<file path="config.mk">
export PLATFORM = sky130hd
export DESIGN_NAME = frt_capcmp
export DESIGN_NICKNAME = d
export VERILOG_FILES = /design/src/rtl/frt_pkg.sv /design/src/rtl/frt_sync.sv /design/src/rtl/frt_tick_sel.sv /design/src/rtl/frt_flag_bank.sv /design/src/rtl/frt_capcmp.sv
export SDC_FILE = /design/constraint.sdc
export NUM_CORES = 1
export LEC_CHECK = 0
export ABC_CLOCK_PERIOD_IN_PS = 4500
export BUFFER_PORTS_ARGS = -buffer_cell sky130_fd_sc_hd__buf_4
export CORE_MARGIN = 2
export CORE_UTILIZATION = 54
export CTS_BUF_LIST = sky130_fd_sc_hd__clkbuf_8
export DETAILED_ROUTE_END_ITERATION = 12
export GPL_ROUTABILITY_DRIVEN = 0
export PLACE_DENSITY = 0.76
export SLEW_MARGIN = 20
export SYNTH_ARGS = -nofsm -noshare
export SYNTH_HDL_FRONTEND = slang
export SYNTH_SLANG_ARGS = --single-unit
</file>
<file path="constraint.sdc">
create_clock -name clk_i -period 4.5 [get_ports clk_i]
set_clock_uncertainty 0.1 [all_clocks]
set_input_delay 0.225 -clock clk_i [delete_from_list [all_inputs] [get_ports clk_i]]
set_output_delay 0.225 -clock clk_i [all_outputs]
set_load 0.02 [all_outputs]
</file>
<file path="src/rtl/frt_pkg.sv">
package frt_pkg;
    localparam int unsigned BUS_W  = 8;
    localparam int unsigned CNT_W  = 2 * BUS_W;
    localparam int unsigned ADDR_W = 4;
    localparam int unsigned N_CAP  = 4;
    localparam int unsigned N_PAIR = N_CAP / 2;
    localparam int unsigned N_DIV  = 3;
    localparam int unsigned FLAG_W = BUS_W - 1;

    localparam logic [CNT_W-1:0] CNT_ONE = CNT_W'(1);
    localparam logic [CNT_W-1:0] CNT_MAX = '1;

    localparam logic [ADDR_W-1:0] AD_CNT_HI   = 4'd0;
    localparam logic [ADDR_W-1:0] AD_CNT_LO   = 4'd1;
    localparam logic [ADDR_W-1:0] AD_CMP_HI   = 4'd2;
    localparam logic [ADDR_W-1:0] AD_CMP_LO   = 4'd3;
    localparam logic [ADDR_W-1:0] AD_CTRL     = 4'd4;
    localparam logic [ADDR_W-1:0] AD_STAT     = 4'd5;
    localparam logic [ADDR_W-1:0] AD_CAP_BASE = 4'd6;

    localparam int unsigned CTRL_EDGE_MSB = 7;
    localparam int unsigned CTRL_BUF_MSB  = 3;
    localparam int unsigned STAT_CCLR_BIT = 0;

    typedef enum logic [1:0] {
        SRC_DIV2  = 2'b00,
        SRC_DIV8  = 2'b01,
        SRC_DIV32 = 2'b10,
        SRC_EXT   = 2'b11
    } cnt_src_e;
endpackage

</file>
<file path="src/rtl/frt_sync.sv">
module frt_sync #(
    parameter int unsigned W      = 1,
    parameter int unsigned STAGES = 2
) (
    input  logic         clk_i,
    input  logic         rst_ni,
    input  logic [W-1:0] async_i,
    output logic [W-1:0] sync_o,
    output logic [W-1:0] prev_o
);
    logic [STAGES:0][W-1:0] pipe_d, pipe_q;

    always_comb begin
        pipe_d = {pipe_q[STAGES-1:0], async_i};
    end

    always_ff @(posedge clk_i) begin
        if (!rst_ni) pipe_q <= '0;
        else         pipe_q <= pipe_d;
    end

    assign sync_o = pipe_q[STAGES-1];
    assign prev_o = pipe_q[STAGES];
endmodule

</file>
<file path="src/rtl/frt_tick_sel.sv">
module frt_tick_sel
    import frt_pkg::*;
#(
    parameter int unsigned SYNC_STAGES = 2
) (
    input  logic             clk_i,
    input  logic             rst_ni,
    input  logic [N_DIV-1:0] div_en_i,
    input  logic             ext_clk_i,
    input  logic [1:0]       src_i,
    output logic             tick_o
);
    logic ext_sync, ext_prev, ext_rise;

    frt_sync #(.W(1), .STAGES(SYNC_STAGES)) ext_sync_i (
        .clk_i   (clk_i),
        .rst_ni  (rst_ni),
        .async_i (ext_clk_i),
        .sync_o  (ext_sync),
        .prev_o  (ext_prev)
    );

    assign ext_rise = ext_sync && !ext_prev;

    always_comb begin
        unique case (cnt_src_e'(src_i))
            SRC_DIV2:  tick_o = div_en_i[0];
            SRC_DIV8:  tick_o = div_en_i[1];
            SRC_DIV32: tick_o = div_en_i[2];
            default:   tick_o = ext_rise;
        endcase
    end
endmodule

</file>
<file path="src/rtl/frt_flag_bank.sv">
module frt_flag_bank #(
    parameter int unsigned W = 7
) (
    input  logic         clk_i,
    input  logic         rst_ni,
    input  logic [W-1:0] set_i,
    input  logic         rd_i,
    input  logic         wr_i,
    input  logic [W-1:0] wdata_i,
    output logic [W-1:0] flag_o
);
    typedef struct packed {
        logic flag;
        logic arm;
    } bit_state_t;

    for (genvar g = 0; g < W; g++) begin : g_bit
        bit_state_t st_d, st_q;

        always_comb begin
            st_d = st_q;
            if (rd_i && st_q.flag) st_d.arm = 1'b1;
            if (wr_i && !wdata_i[g] && st_q.arm) begin
                st_d.flag = 1'b0;
                st_d.arm  = 1'b0;
            end
            if (set_i[g]) st_d.flag = 1'b1;
        end

        always_ff @(posedge clk_i) begin
            if (!rst_ni) st_q <= '0;
            else         st_q <= st_d;
        end

        assign flag_o[g] = st_q.flag;
    end
endmodule

</file>
<file path="src/rtl/frt_capcmp.sv">
module frt_capcmp
    import frt_pkg::*;
#(
    parameter int unsigned SYNC_STAGES = 2
) (
    input  logic              clk_i,
    input  logic              rst_ni,
    input  logic [N_DIV-1:0]  tick_div_i,
    input  logic              ext_clk_i,
    input  logic [N_CAP-1:0]  cap_pin_i,
    input  logic              bus_sel_i,
    input  logic              bus_wr_i,
    input  logic [ADDR_W-1:0] bus_addr_i,
    input  logic [BUS_W-1:0]  bus_wdata_i,
    output logic [BUS_W-1:0]  bus_rdata_o,
    output logic [CNT_W-1:0]  cap_a_o,
    output logic [CNT_W-1:0]  cap_b_o,
    output logic [CNT_W-1:0]  cap_c_o,
    output logic [CNT_W-1:0]  cap_d_o,
    output logic [N_CAP-1:0]  cap_flag_o,
    output logic              cmp_flag_o,
    output logic              ovf_flag_o,
    output logic              irq_o
);
    typedef struct packed {
        logic [CNT_W-1:0]            cnt;
        logic [CNT_W-1:0]            cmp;
        logic [BUS_W-1:0]            ctrl;
        logic                        cclr;
        logic [N_CAP-1:0][CNT_W-1:0] cap;
    } state_t;

    state_t s_d, s_q;

    logic              tick;
    logic              rd_en, wr_en, cnt_wr, stat_rd, stat_wr;
    logic              cmp_ev, clr_match, ovf_ev;
    logic [N_CAP-1:0]  pin_sync, pin_prev, edge_ev, cap_eff;
    logic [N_PAIR-1:0] buffered;
    logic [FLAG_W-1:0] flag_set, flags;
    logic [ADDR_W-1:0] cap_off;

    // names seen by the bound checker
    logic [CNT_W-1:0]  cnt_q, cmp_q;
    logic [BUS_W-1:0]  ctrl_q;
    logic              cclr_q;

    frt_tick_sel #(.SYNC_STAGES(SYNC_STAGES)) tick_sel_i (
        .clk_i     (clk_i),
        .rst_ni    (rst_ni),
        .div_en_i  (tick_div_i),
        .ext_clk_i (ext_clk_i),
        .src_i     (s_q.ctrl[1:0]),
        .tick_o    (tick)
    );

    frt_sync #(.W(N_CAP), .STAGES(SYNC_STAGES)) pin_sync_i (
        .clk_i   (clk_i),
        .rst_ni  (rst_ni),
        .async_i (cap_pin_i),
        .sync_o  (pin_sync),
        .prev_o  (pin_prev)
    );

    always_comb begin
        s_d     = s_q;
        rd_en   = bus_sel_i && !bus_wr_i;
        wr_en   = bus_sel_i && bus_wr_i;
        stat_rd = rd_en && (bus_addr_i == AD_STAT);
        stat_wr = wr_en && (bus_addr_i == AD_STAT);
        cnt_wr  = wr_en && ((bus_addr_i == AD_CNT_HI) || (bus_addr_i == AD_CNT_LO));

        // counting step and its events
        cmp_ev    = tick && !cnt_wr && (s_q.cnt == s_q.cmp);
        clr_match = cmp_ev && s_q.cclr;
        ovf_ev    = tick && !cnt_wr && !clr_match && (s_q.cnt == CNT_MAX);

        if (cnt_wr) begin
            if (bus_addr_i == AD_CNT_HI) s_d.cnt[CNT_W-1:BUS_W] = bus_wdata_i;
            else                         s_d.cnt[BUS_W-1:0]     = bus_wdata_i;
        end else if (tick) begin
            s_d.cnt = clr_match ? '0 : s_q.cnt + CNT_ONE;
        end

        // control registers
        if (wr_en) begin
            case (bus_addr_i)
                AD_CMP_HI: s_d.cmp[CNT_W-1:BUS_W] = bus_wdata_i;
                AD_CMP_LO: s_d.cmp[BUS_W-1:0]     = bus_wdata_i;
                AD_CTRL:   s_d.ctrl               = bus_wdata_i;
                AD_STAT:   s_d.cclr               = bus_wdata_i[STAT_CCLR_BIT];
                default: ;
            endcase
        end

        // capture edges, polarity per channel
        for (int i = 0; i < N_CAP; i++) begin
            edge_ev[i] = s_q.ctrl[CTRL_EDGE_MSB - i] ? (pin_sync[i] && !pin_prev[i])
                                                     : (!pin_sync[i] && pin_prev[i]);
        end

        cap_eff = edge_ev;
        for (int i = 0; i < N_PAIR; i++) begin
            buffered[i] = s_q.ctrl[CTRL_BUF_MSB - i];
            if (buffered[i]) cap_eff[i + N_PAIR] = 1'b0;
        end

        for (int i = 0; i < N_CAP; i++) begin
            if (cap_eff[i]) s_d.cap[i] = s_q.cnt;
        end
        for (int i = 0; i < N_PAIR; i++) begin
            if (buffered[i] && cap_eff[i]) s_d.cap[i + N_PAIR] = s_q.cap[i];
        end

        flag_set = {cap_eff, 1'b0, cmp_ev, ovf_ev};
    end

    always_ff @(posedge clk_i) begin
        if (!rst_ni) s_q <= '0;
        else         s_q <= s_d;
    end

    frt_flag_bank #(.W(FLAG_W)) flag_bank_i (
        .clk_i   (clk_i),
        .rst_ni  (rst_ni),
        .set_i   (flag_set),
        .rd_i    (stat_rd),
        .wr_i    (stat_wr),
        .wdata_i (bus_wdata_i[BUS_W-1:1]),
        .flag_o  (flags)
    );

    // read port, same-cycle data
    always_comb begin
        bus_rdata_o = '0;
        cap_off     = bus_addr_i - AD_CAP_BASE;
        case (bus_addr_i)
            AD_CNT_HI: bus_rdata_o = s_q.cnt[CNT_W-1:BUS_W];
            AD_CNT_LO: bus_rdata_o = s_q.cnt[BUS_W-1:0];
            AD_CMP_HI: bus_rdata_o = s_q.cmp[CNT_W-1:BUS_W];
            AD_CMP_LO: bus_rdata_o = s_q.cmp[BUS_W-1:0];
            AD_CTRL:   bus_rdata_o = s_q.ctrl;
            AD_STAT:   bus_rdata_o = {flags, s_q.cclr};
            default: begin
                for (int i = 0; i < N_CAP; i++) begin
                    if (cap_off == ADDR_W'(2 * i))
                        bus_rdata_o = s_q.cap[i][CNT_W-1:BUS_W];
                    if (cap_off == ADDR_W'(2 * i + 1))
                        bus_rdata_o = s_q.cap[i][BUS_W-1:0];
                end
            end
        endcase
    end

    assign cnt_q      = s_q.cnt;
    assign cmp_q      = s_q.cmp;
    assign ctrl_q     = s_q.ctrl;
    assign cclr_q     = s_q.cclr;
    assign cap_a_o    = s_q.cap[0];
    assign cap_b_o    = s_q.cap[1];
    assign cap_c_o    = s_q.cap[2];
    assign cap_d_o    = s_q.cap[3];
    assign ovf_flag_o = flags[0];
    assign cmp_flag_o = flags[1];
    assign cap_flag_o = flags[FLAG_W-1:FLAG_W-N_CAP];
    assign irq_o      = |flags;
endmodule

</file>
==> impl_metrics.env, run 1 <==
export IMPL_cts_inserted_buffers=17
export IMPL_routed_via_density=6.23
export IMPL_clock_path_buffers=2
export IMPL_power_frac_comb_pct=9.1
export IMPL_synth_seq_cells=132
export IMPL_crit_fanout=39
export IMPL_critPathRequiredTime_ns=4.18
export IMPL_clkSinkCount=132
export IMPL_worstMarginPinSlew_ns=1.00
export IMPL_synth_top_family_by_area="simple AND/OR/NAND/NOR gates"
export IMPL_gr_total_overflow=0
export IMPL_instances_no_fill=1009
export IMPL_clk_pin_slew_ns=0.08
export IMPL_hold_viol=0
export IMPL_vias=6290
export IMPL_switching_power_w=0.000638
export IMPL_die_area_sq_um=13400
export IMPL_yosysWarningCount=0
export IMPL_areaGrowthSynthToFinish_pct=19.6
export IMPL_clkLatencyLatePin_ns=0.45
export IMPL_root_buffer="clkbuf_8"
export IMPL_port_buffers=102
export IMPL_drive_gt1_share_pct=19.9
export IMPL_netlist_area_sq_um=6740
export IMPL_fmax_mhz=349
export IMPL_endpoint_kind="output port"
export IMPL_cp_arrival_ns=2.54
export IMPL_cts_tree="yes"
export IMPL_yosysSeqAreaShare_pct=39.2
export IMPL_synthMuxAreaShare_pct=18.0
export IMPL_min_period_ns=2.87
export IMPL_totalWireLength_mm=20.8
export IMPL_avgSynthCellArea_sq_um=8.94
export IMPL_slew_limit_headroom_pct=32.1
export IMPL_grt_total_usage_pct=31.5
export IMPL_dp_cells=965
export IMPL_chipHeight_um=116
export IMPL_post_drt_wl_per_cell_um=20.6
export IMPL_drv_slew=0
export IMPL_ys_async_sr_fraction_pct=0
export IMPL_crit_path_start_kind="input pin"
export IMPL_power_density_nw_per_um2=318
export IMPL_grt_pass1_vias=5821
export IMPL_tns_ns=0
export IMPL_start_util_pct=55.7
export IMPL_p_leak_nw=3.15
export IMPL_antenna_left=0
export IMPL_syn_inst=754
export IMPL_hpwlAfterDp_mm=14.2
export IMPL_first_pass_iters=5
export IMPL_finalCritPeriodShare_pct=63.7
export IMPL_synth_edf_count=0
export IMPL_synth_top_flop_cell="dfxtp_1"
export IMPL_path_class="input pin to output port"
export IMPL_rsz0062_at_grt="no"
export IMPL_synth_simple_area_share_pct=18.7
export IMPL_finalPower_w=0.00257
export IMPL_p_sw_share_pct=24.8
export IMPL_pwr_share_seq_pct=47.1
export IMPL_antenna_found_initial=0
export IMPL_synth_fa_ha_area_share_pct=0.371
export IMPL_diodes=0
export IMPL_hold_class="input pin to flop"
export IMPL_final_nets=854
export IMPL_p_clk_share_pct=43.8
export IMPL_ioPinCount=103
export IMPL_layout_common_cells="nor2_1 (132), dfxtp_1 (132), buf_4 (109)"
export IMPL_synth_compound_area_share_pct=16.9
export IMPL_cap_viol_max_count=0
export IMPL_internal_power_w=0.00193
export IMPL_ir_drop_v=0.000169
export IMPL_synth_xor_xnor_area_share_pct=2.34
export IMPL_die_x_um=116
export IMPL_setup_viol=0
export IMPL_htreeDepth=4
export IMPL_grt_pass1_wl_mm=32.3
export IMPL_drc=0
export IMPL_grt_max_degree=67
export IMPL_synth_cell_types=70
export IMPL_drtIter0Drc=900
export IMPL_synth_fp_nets=780
export IMPL_outcome="completed"
export IMPL_core_area_sq_um=12100
export IMPL_rows=40
cell type report:
| type | count | area, sq um |
|---|---|---|
| timing repair buffer | 121 | 938 |
| sequential | 132 | 2640 |
| inverter | 3 | 12.5 |
| clock inverter | 11 | 156 |
| multi-input combinational | 553 | 3810 |
| fill | 982 | 4050 |
| clock buffer | 21 | 289 |
| tap | 168 | 210 |
critical path, cell delays in order:
cell and delay [ns]:
buf_4 0.34, ha_1 0.28, xor2_1 0.29, nand2_1 0.31, nor2_1 0.22, a22oi_1 0.11, o21ai_0 0.28, o311ai_0 0.24
buf_4 0.22
through the flow:
stage / hold WS (ns) / setup WS [ns] / instance area (sq um) / utilization (%)
final: 0.0315 / 1.63 / 8060 / 66.6
after global routing: 0.0293 / 1.49 / 8060 / 66.6
after CTS: 0.00235 / 1.67 / 8060 / 66.5
after detailed placement: 0.324 / 1.68 / 7490 / 61.8
after global placement: 0.316 / 1.86 / 7490 / 61.8
after floorplan: 0.252 / 2.30 / 6740 / -
flip-flops by register name (all words and copies together), names as in the netlist:
register                      flops
cap_c_o                          16
tick_sel_i.ext_sync_i.pipe_d      1
tick_sel_i.ext_sync_i.sync_o      1
tick_sel_i.ext_sync_i.prev_o      1
cap_b_o                          16
cnt_q                            16
cclr_q                            1
pin_sync_i.pipe_d                 4
flag_bank_i.flag_o                6
cmp_q                            16
pin_sync_i.sync_o                 4
cap_a_o                          16
cap_d_o                          16
flag_bank_i.g_bit.st_q            6
ctrl_q                            8
pin_sync_i.prev_o                 4
kinds of logic after synthesis:
group,Yosys count
and+or+nand+nor,266
AOI/OAI and AO/OA,160
DFF,132
muxes,107
buffers and inverters,69
xor gates and xnor gates,18
adders and majority gates,2
worst paths after layout:
path / to / slack [ns] / start / depth (start not counted)
worst max-delay path: bus_rdata_o[0] / 1.63 / bus_addr_i[1] / 9
worst min-delay path: cmp_q[5]$_SDFFE_PN0P_ / 0.03 / bus_wdata_i[5] / 3
worst min register to register: tick_sel_i.ext_sync_i.sync_o$_SDFF_PN0_ / 0.34 / tick_sel_i.ext_sync_i.pipe_d[1]$_SDFF_PN0_ / 1
worst max register to register: cnt_q[13]$_SDFFE_PN0P_ / 1.95 / cnt_q[2]$_SDFFE_PN0P_ / 6
cells in the mapped netlist, types with 11 or more instances:
cell	count	area share, %
dfxtp_1	132	39
buf_2	11	0.82
o21ai_0	27	2.0
a211oi_1	35	3.9
nand2_1	43	2.4
a21oi_1	29	2.2
xnor2_1	16	2.1
mux2i_1	94	14
clkbuf_1	40	2.2
nor2_1	132	7.3
and2_1	21	1.9
nand3_1	14	1.0
repair_timing:
| item | 4_1_cts | 5_1_grt |
|---|---|---|
| endpoints found under the setup margin | 0 | 0 |
| hold buffers | 12 | 0 |
| endpoints found under the hold margin | 21 | 0 |
| setup buffers | 0 | 0 |
| resized for setup | 0 | 0 |
power groups by stage:
stage / clock (W) / sequential, W / combinational, W
2_1_floorplan: 0 / 0.00122 / 0.000154
4_1_cts: 0.00113 / 0.00121 / 0.000229
6_report: 0.00112 / 0.00121 / 0.000233
3_5_place_dp: 0 / 0.00124 / 0.000220
3_3_place_gp: 0 / 0.00123 / 0.000214
5_1_grt: 0.00118 / 0.00121 / 0.000250
metal layers:
layer  up-vias  global-route usage [%]  share of wire, %
met3        54                    6.17                10
li1       2882                       -                 -
met5         -                       0                 0
met1      2964                    43.4                41
met2       390                    48.8                46
met4         0                    12.9               3.3
No activity file was read; power rests on OpenSTA's default activity.
==> run 2: changes to the inputs <==
--- a/config.mk
+++ b/config.mk
@@ -5,14 +5,15 @@
 export SDC_FILE = /design/constraint.sdc
 export NUM_CORES = 1
 export LEC_CHECK = 0
-export ABC_CLOCK_PERIOD_IN_PS = 4500
+export ABC_AREA = 1
+export ABC_CLOCK_PERIOD_IN_PS = 2580
 export BUFFER_PORTS_ARGS = -buffer_cell sky130_fd_sc_hd__buf_4
 export CORE_MARGIN = 2
-export CORE_UTILIZATION = 54
+export CORE_UTILIZATION = 53
 export CTS_BUF_LIST = sky130_fd_sc_hd__clkbuf_8
 export DETAILED_ROUTE_END_ITERATION = 12
 export GPL_ROUTABILITY_DRIVEN = 0
-export PLACE_DENSITY = 0.76
+export PLACE_DENSITY = 0.78
 export SLEW_MARGIN = 20
 export SYNTH_ARGS = -nofsm -noshare
 export SYNTH_HDL_FRONTEND = slang
==> constraint.sdc (replaced) <==
create_clock -name clk_i -period 2.58 [get_ports clk_i]
set_clock_uncertainty 0.1 [all_clocks]
set_input_delay 0.129 -clock clk_i [delete_from_list [all_inputs] [get_ports clk_i]]
set_output_delay 0.129 -clock clk_i [all_outputs]
set_load 0.02 [all_outputs]
==> run 2 against run 1 <==
Net effect:
- clock-buffer cell count shrank 4
- combinational power grew to 3.2 times the previous value
- die area grew 0.81%
- worst setup slack lost 1.4 ns
- critical path depth grew 1
- wire length grew 16%
- power grew 93%
- largest cell class unchanged
- highest routed layer unchanged
==> impl_metrics.env, run 2 <==
export IMPL_synthTopCellsByCount="nand2_1 (216), dfxtp_1 (132), inv_1 (127)"
export IMPL_ir_drop_v=0.000405
export IMPL_die_area_sq_um=13500
export IMPL_p_leak_nw=3.69
export IMPL_die_x_um=116
export IMPL_reg2reg_slack_ns=0.42
export IMPL_cts_tree="yes"
export IMPL_slew_limit_headroom_pct=54.0
export IMPL_hpwlAfterDp_mm=17.1
export IMPL_pwr_share_seq_pct=44.0
export IMPL_drc=0
export IMPL_diodes=0
export IMPL_clk_pin_slew_ns=0.08
export IMPL_chipHeight_um=116
export IMPL_worstReg2RegStart="cnt_q[5]$_SDFFE_PN0P_"
export IMPL_clkSinkCount=132
export IMPL_min_to="cclr_q$_SDFFE_PN0P_"
export IMPL_holdWs_ns=0.0778
export IMPL_yosysMostFrequentCell="nand2_1"
export IMPL_rsz0062_at_grt="no"
export IMPL_core_area_sq_um=12200
export IMPL_drtIter0Drc=1334
export IMPL_cts_setup_buffers=0
export IMPL_layout_common_cells="nand2_1 (216), buf_4 (133), dfxtp_1 (132)"
export IMPL_outcome="completed"
export IMPL_yosysSeqAreaShare_pct=39.6
export IMPL_post_route_util_pct=68.1
export IMPL_root_buffer="clkbuf_8"
export IMPL_start_util_pct=54.9
export IMPL_synth_area_leaders="dfxtp_1 (40%), nand2_1 (12%), o21ai_0 (8.4%)"
export IMPL_power_frac_comb_pct=14.8
export IMPL_crit_fanout=25
export IMPL_hold_viol=0
export IMPL_p_sw_share_pct=29.3
export IMPL_clkLatencyLatePin_ns=0.46
export IMPL_clock_path_buffers=2
export IMPL_crit_path_start_kind="input pin"
export IMPL_syn_inst=995
export IMPL_fmax_mhz=426
export IMPL_grt_pass1_wl_mm=37.0
export IMPL_post_drt_wl_per_cell_um=18.6
export IMPL_ioPinCount=103
export IMPL_yosys_area_top_type="dfxtp_1"
export IMPL_hold_class="input pin to flop"
export IMPL_netlist_area_sq_um=6670
export IMPL_synth_top_flop_cell="dfxtp_1"
export IMPL_switching_power_w=0.00145
export IMPL_cp_startpoint="bus_addr_i[1]"
export IMPL_worst_r2r_path_depth=9
export IMPL_cts_inserted_buffers=17
export IMPL_min_period_ns=2.35
export IMPL_synth_cell_types=36
export IMPL_final_nets=1140
export IMPL_antenna_left=0
export IMPL_internal_power_w=0.00351
export IMPL_port_buffers=102
export IMPL_grt_total_usage_pct=36.6
export IMPL_synth_edf_count=0
export IMPL_ys_async_sr_fraction_pct=0
export IMPL_endpoint_kind="output port"
export IMPL_vias=7570
export IMPL_gr_total_overflow=0
export IMPL_power_density_nw_per_um2=599
export IMPL_synth_fp_nets=1021
export IMPL_grt_pass1_vias=6713
export IMPL_grt_max_degree=74
export IMPL_areaGrowthSynthToFinish_pct=24.2
export IMPL_finalCritPeriodShare_pct=91.0
export IMPL_critPathRequiredTime_ns=2.35
export IMPL_setup_viol=0
export IMPL_drive_gt1_share_pct=16.6
export IMPL_avgSynthCellArea_sq_um=6.70
export IMPL_min_from="bus_sel_i"
export IMPL_synth_seq_cells=132
export IMPL_antenna_found_initial=0
export IMPL_cap_viol_max_count=0
export IMPL_n_fill_cell=1061
export IMPL_rows=40
export IMPL_routed_via_density=5.85
export IMPL_worstMarginPinSlew_ns=0.690
export IMPL_path_class="input pin to output port"
export IMPL_drv_slew=0
export IMPL_multi_input_area_sq_um=3320
export IMPL_yosys_area_top_type_share_pct=39.6
export IMPL_totalWireLength_mm=24.1
export IMPL_p_clk_share_pct=41.2
export IMPL_seq_area_sq_um=2640
export IMPL_mostFrequentLayoutCell="nand2_1"
export IMPL_yosysWarningCount=0
export IMPL_first_pass_iters=7
export IMPL_timing_rr_end="cnt_q[0]$_SDFFE_PN0P_"
export IMPL_htreeDepth=4
export IMPL_holdPathStages=4
export IMPL_cp_arrival_ns=2.12
export IMPL_tns_ns=0
-- run 2: metal layers --
layer	global-route usage, %	part of all wire [%]	wire (um)	vias up
li1	-	-	-	3523
met1	48.4	38	9200	3327
met2	54.5	42	10200	612
met3	10.0	14	3320	108
met4	19.5	5.8	1400	0
met5	0	0	0	-
-- run 2: logic make-up after synthesis --
kind of cell	share of synthesized area [%]
buffers and inverters	10.7
AO/OA/AOI/OAI	21.0
adder cells (fa/ha/maj)	0.375
XOR/XNOR	1.95
flip-flops	39.6
AND/OR/NAND/NOR	26.4
-- run 2: final cells by class --
type                            instances  area share [%]
Tap cell                              168            2.54
Inverter                              133            6.07
Timing Repair Buffer                  148            13.9
Clock buffer                           17            2.82
Sequential cell                       132            31.9
Clock inverter                         15            2.75
Multi-Input combinational cell        682            40.0
-- run 2: power groups by stage --
stage / logic [W] / registers [W] / clock network (W)
after CTS: 0.000707 / 0.00218 / 0.00205
after global placement: 0.000681 / 0.00223 / 0
after detailed placement: 0.000685 / 0.00223 / 0
after floorplan: 0.000377 / 0.00223 / 0
final: 0.000735 / 0.00219 / 0.00204
after global routing: 0.000788 / 0.00219 / 0.00214
-- run 2: worst max-delay path by stage --
stage / cells after the start / slack, ns / endpoint
finish: 10 / 0.23 / bus_rdata_o[3]
global route: 10 / 0.07 / bus_rdata_o[7]
CTS: 10 / 0.18 / bus_rdata_o[5]
detailed placement: 10 / 0.20 / bus_rdata_o[5]
global placement: 10 / 0.25 / bus_rdata_o[3]
floorplan: 9 / 0.85 / cnt_q[10]$_SDFFE_PN0P_
-- run 2: what timing repair did --
action | CTS | global route
hold buffers | 15 | 0
resized for setup | 0 | 1
endpoints found under the setup margin | 0 | 2
endpoints found under the hold margin | 35 | 0
-- run 2: worst max-delay path, cell delays in order --
cell	delay, ns
buf_4	0.13
ha_1	0.38
clkinvlp_4	0.37
nand3_1	0.42
nor2_1	0.07
nor2_1	0.11
nand4_1	0.10
nand2_1	0.12
nand2_1	0.11
buf_4	0.18
-- run 2: through the flow --
step	area [sq um]	cells	setup WS, ns	total power [W]
6_report	8280	1295	0.231	0.00496
5_1_grt	8280	1295	0.0695	0.00512
4_1_cts	8280	1295	0.185	0.00493
3_5_place_dp	7670	1248	0.200	0.00291
3_3_place_gp	7670	1248	0.248	0.00291
2_1_floorplan	6670	995	0.851	0.00260
==> run 3: changes to the inputs <==
--- a/config.mk
+++ b/config.mk
@@ -7,13 +7,15 @@
 export LEC_CHECK = 0
 export ABC_AREA = 1
 export ABC_CLOCK_PERIOD_IN_PS = 2580
-export BUFFER_PORTS_ARGS = -buffer_cell sky130_fd_sc_hd__buf_4
+export BUFFER_PORTS_ARGS = -buffer_cell sky130_fd_sc_hd__buf_2
+export CELL_PAD_IN_SITES_DETAIL_PLACEMENT = 2
+export CELL_PAD_IN_SITES_GLOBAL_PLACEMENT = 2
 export CORE_MARGIN = 2
-export CORE_UTILIZATION = 53
+export CORE_UTILIZATION = 29
 export CTS_BUF_LIST = sky130_fd_sc_hd__clkbuf_8
 export DETAILED_ROUTE_END_ITERATION = 12
 export GPL_ROUTABILITY_DRIVEN = 0
-export PLACE_DENSITY = 0.78
+export PLACE_DENSITY_LB_ADDON = 0.1
 export SLEW_MARGIN = 20
 export SYNTH_ARGS = -nofsm -noshare
 export SYNTH_HDL_FRONTEND = slang
==> run 3 against run 2 <==
Net effect:
- combinational power increased by 4.2%
- die area grew 79%
- non-clock buffer count increased by 9
- critical path depth up 1
- hold slack lost 0.042 ns
- utilization decreased by 32 points
- critical path type unchanged
- largest power group unchanged
==> impl_metrics.env, run 3 (synthesized netlist as in run 2, its figures left out) <==
export IMPL_htreeDepth=4
export IMPL_die_area_sq_um=24200
export IMPL_dp_cells=1375
export IMPL_wl_met2_mm=15.2
export IMPL_mostFrequentLayoutCell="nand2_1"
export IMPL_routed_via_density=5.33
export IMPL_first_pass_iters=4
export IMPL_totalWireLength_mm=32.7
export IMPL_ir_drop_v=0.000254
export IMPL_critPathRequiredTime_ns=2.35
export IMPL_grt_max_degree=95
export IMPL_grt_pass1_vias=7848
export IMPL_clkLatencyLatePin_ns=0.47
export IMPL_reg2reg_slack_ns=0.55
export IMPL_drive_gt1_share_pct=17.3
export IMPL_min_period_ns=2.41
export IMPL_cap_viol_max_count=0
export IMPL_hpwlAfterDp_mm=24.5
export IMPL_timing_rr_end="cap_c_o[7]$_SDFFE_PN0P_"
export IMPL_finalCritPeriodShare_pct=93.6
export IMPL_power_density_nw_per_um2=613
export IMPL_grt_pass1_wl_mm=49.7
export IMPL_holdPathStages=4
export IMPL_highest_layer="met4"
export IMPL_drc=0
export IMPL_start_util_pct=29.5
export IMPL_min_from="bus_sel_i"
export IMPL_ioPinCount=103
export IMPL_crit_fanout=8
export IMPL_cp_startpoint="bus_addr_i[0]"
export IMPL_gr_total_overflow=0
export IMPL_cts_inserted_buffers=17
export IMPL_post_drt_wl_per_cell_um=23.0
export IMPL_clkSinkCount=132
export IMPL_hold_viol=0
export IMPL_vias=7581
export IMPL_core_area_sq_um=22600
export IMPL_path_class="input pin to output port"
export IMPL_design_area_sq_um=8250
export IMPL_areaGrowthSynthToFinish_pct=23.7
export IMPL_tns_ns=0
export IMPL_port_buffers=102
export IMPL_rows=55
export IMPL_worst_r2r_path_depth=9
export IMPL_grt_total_usage_pct=27.7
export IMPL_layout_common_cells="nand2_1 (216), dfxtp_1 (132), inv_1 (127)"
export IMPL_setup_viol=0
export IMPL_cts_tree="yes"
export IMPL_final_nets=1149
export IMPL_chipHeight_um=156
export IMPL_worstMarginPinSlew_ns=0.685
export IMPL_diodes=0
export IMPL_die_x_um=156
export IMPL_cts_setup_buffers=0
export IMPL_antenna_left=0
export IMPL_worstReg2RegStart="pin_sync_i.sync_o[2]$_SDFF_PN0_"
export IMPL_met1Wirelength_mm=15.3
export IMPL_endpoint_kind="output port"
export IMPL_slew_limit_headroom_pct=54.1
export IMPL_clk_pin_slew_ns=0.09
export IMPL_drtIter0Drc=486
export IMPL_min_to="cclr_q$_SDFFE_PN0P_"
export IMPL_root_buffer="clkbuf_8"
export IMPL_rsz0062_at_grt="no"
export IMPL_clock_path_buffers=2
export IMPL_wl_met3_mm=1.32
export IMPL_hold_class="input pin to flop"
export IMPL_outcome="completed"
export IMPL_crit_path_start_kind="input pin"
export IMPL_antenna_found_initial=0
export IMPL_dpl_cell_area_sq_um=7660
export IMPL_p_leak_nw=3.72
export IMPL_instances_no_fill=1421
export IMPL_fmax_mhz=414
export IMPL_n_fill_cell=2770
export IMPL_drv_slew=0
export IMPL_cp_arrival_ns=2.18
==> run 3: cell count changes in the layout (fill, tap and decap cells not counted), sizes merged <==
cell and change:
dlygate4sd3 -1, clkinv -2, inv +3, buf +10, bufinv -1
==> run 3: routing by layer <==
layer | track usage (%) | vias up
met5 | 0 | -
met3 | 3.69 | 50
met2 | 45.9 | 208
met4 | 9.87 | 0
li1 | - | 3554
met1 | 36.8 | 3769
==> run 3: layout make-up <==
type	instances	area (sq um)	area share, %
Multi-Input combinational cell	682	3320	40.2
Clock inverter	15	220	2.67
Tap cell	285	357	4.32
Timing Repair Buffer	157	983	11.9
Inverter	133	499	6.05
Sequential cell	132	2640	32.0
Clock buffer	17	234	2.84
==> run 3: worst max-delay path: stages <==
cell and delay [ns]:
buf_2 0.17, inv_1 0.14, nor2_2 0.09, nand2_2 0.20, inv_1 0.16, nor3_2 0.48, o21ai_0 0.24, inv_1 0.11
nand2_1 0.11, nand2_1 0.15, buf_2 0.19
==> run 3: metrics by stage <==
step	setup slack (ns)	power, W	hold slack [ns]	utilization (%)
6_report	0.166	0.00506	0.0356	36.5
5_1_grt	0.0975	0.00527	0.0434	36.5
4_1_cts	0.240	0.00510	0.00330	36.5
3_5_place_dp	0.268	0.00298	0.217	33.8
3_3_place_gp	0.311	0.00296	0.209	33.8
2_1_floorplan	0.851	0.00260	0.127	-
==> run 3: worst max path at each step <==
stage | slack [ns] | to
after floorplan | 0.85 | cnt_q[10]$_SDFFE_PN0P_
after detailed placement | 0.27 | bus_rdata_o[5]
final | 0.17 | bus_rdata_o[5]
after CTS | 0.24 | bus_rdata_o[5]
after global placement | 0.31 | bus_rdata_o[3]
after global routing | 0.1 | bus_rdata_o[3]
==> run 3: repair_timing <==
action / in CTS / in global routing
resized for setup: 0 / 0
hold endpoints to repair: 33 / 0
hold buffers: 14 / 0
==> run 3: where the power goes <==
group / total, W / internal (W) / leakage, nW / switching [W]
logic: 0.000766 / 0.000229 / 2.43 / 0.000537
registers: 0.00219 / 0.00210 / 1.07 / 0.0000852
clock network: 0.00210 / 0.00108 / 0.219 / 0.00102
total: 0.00506 / 0.00341 / 3.72 / 0.00164
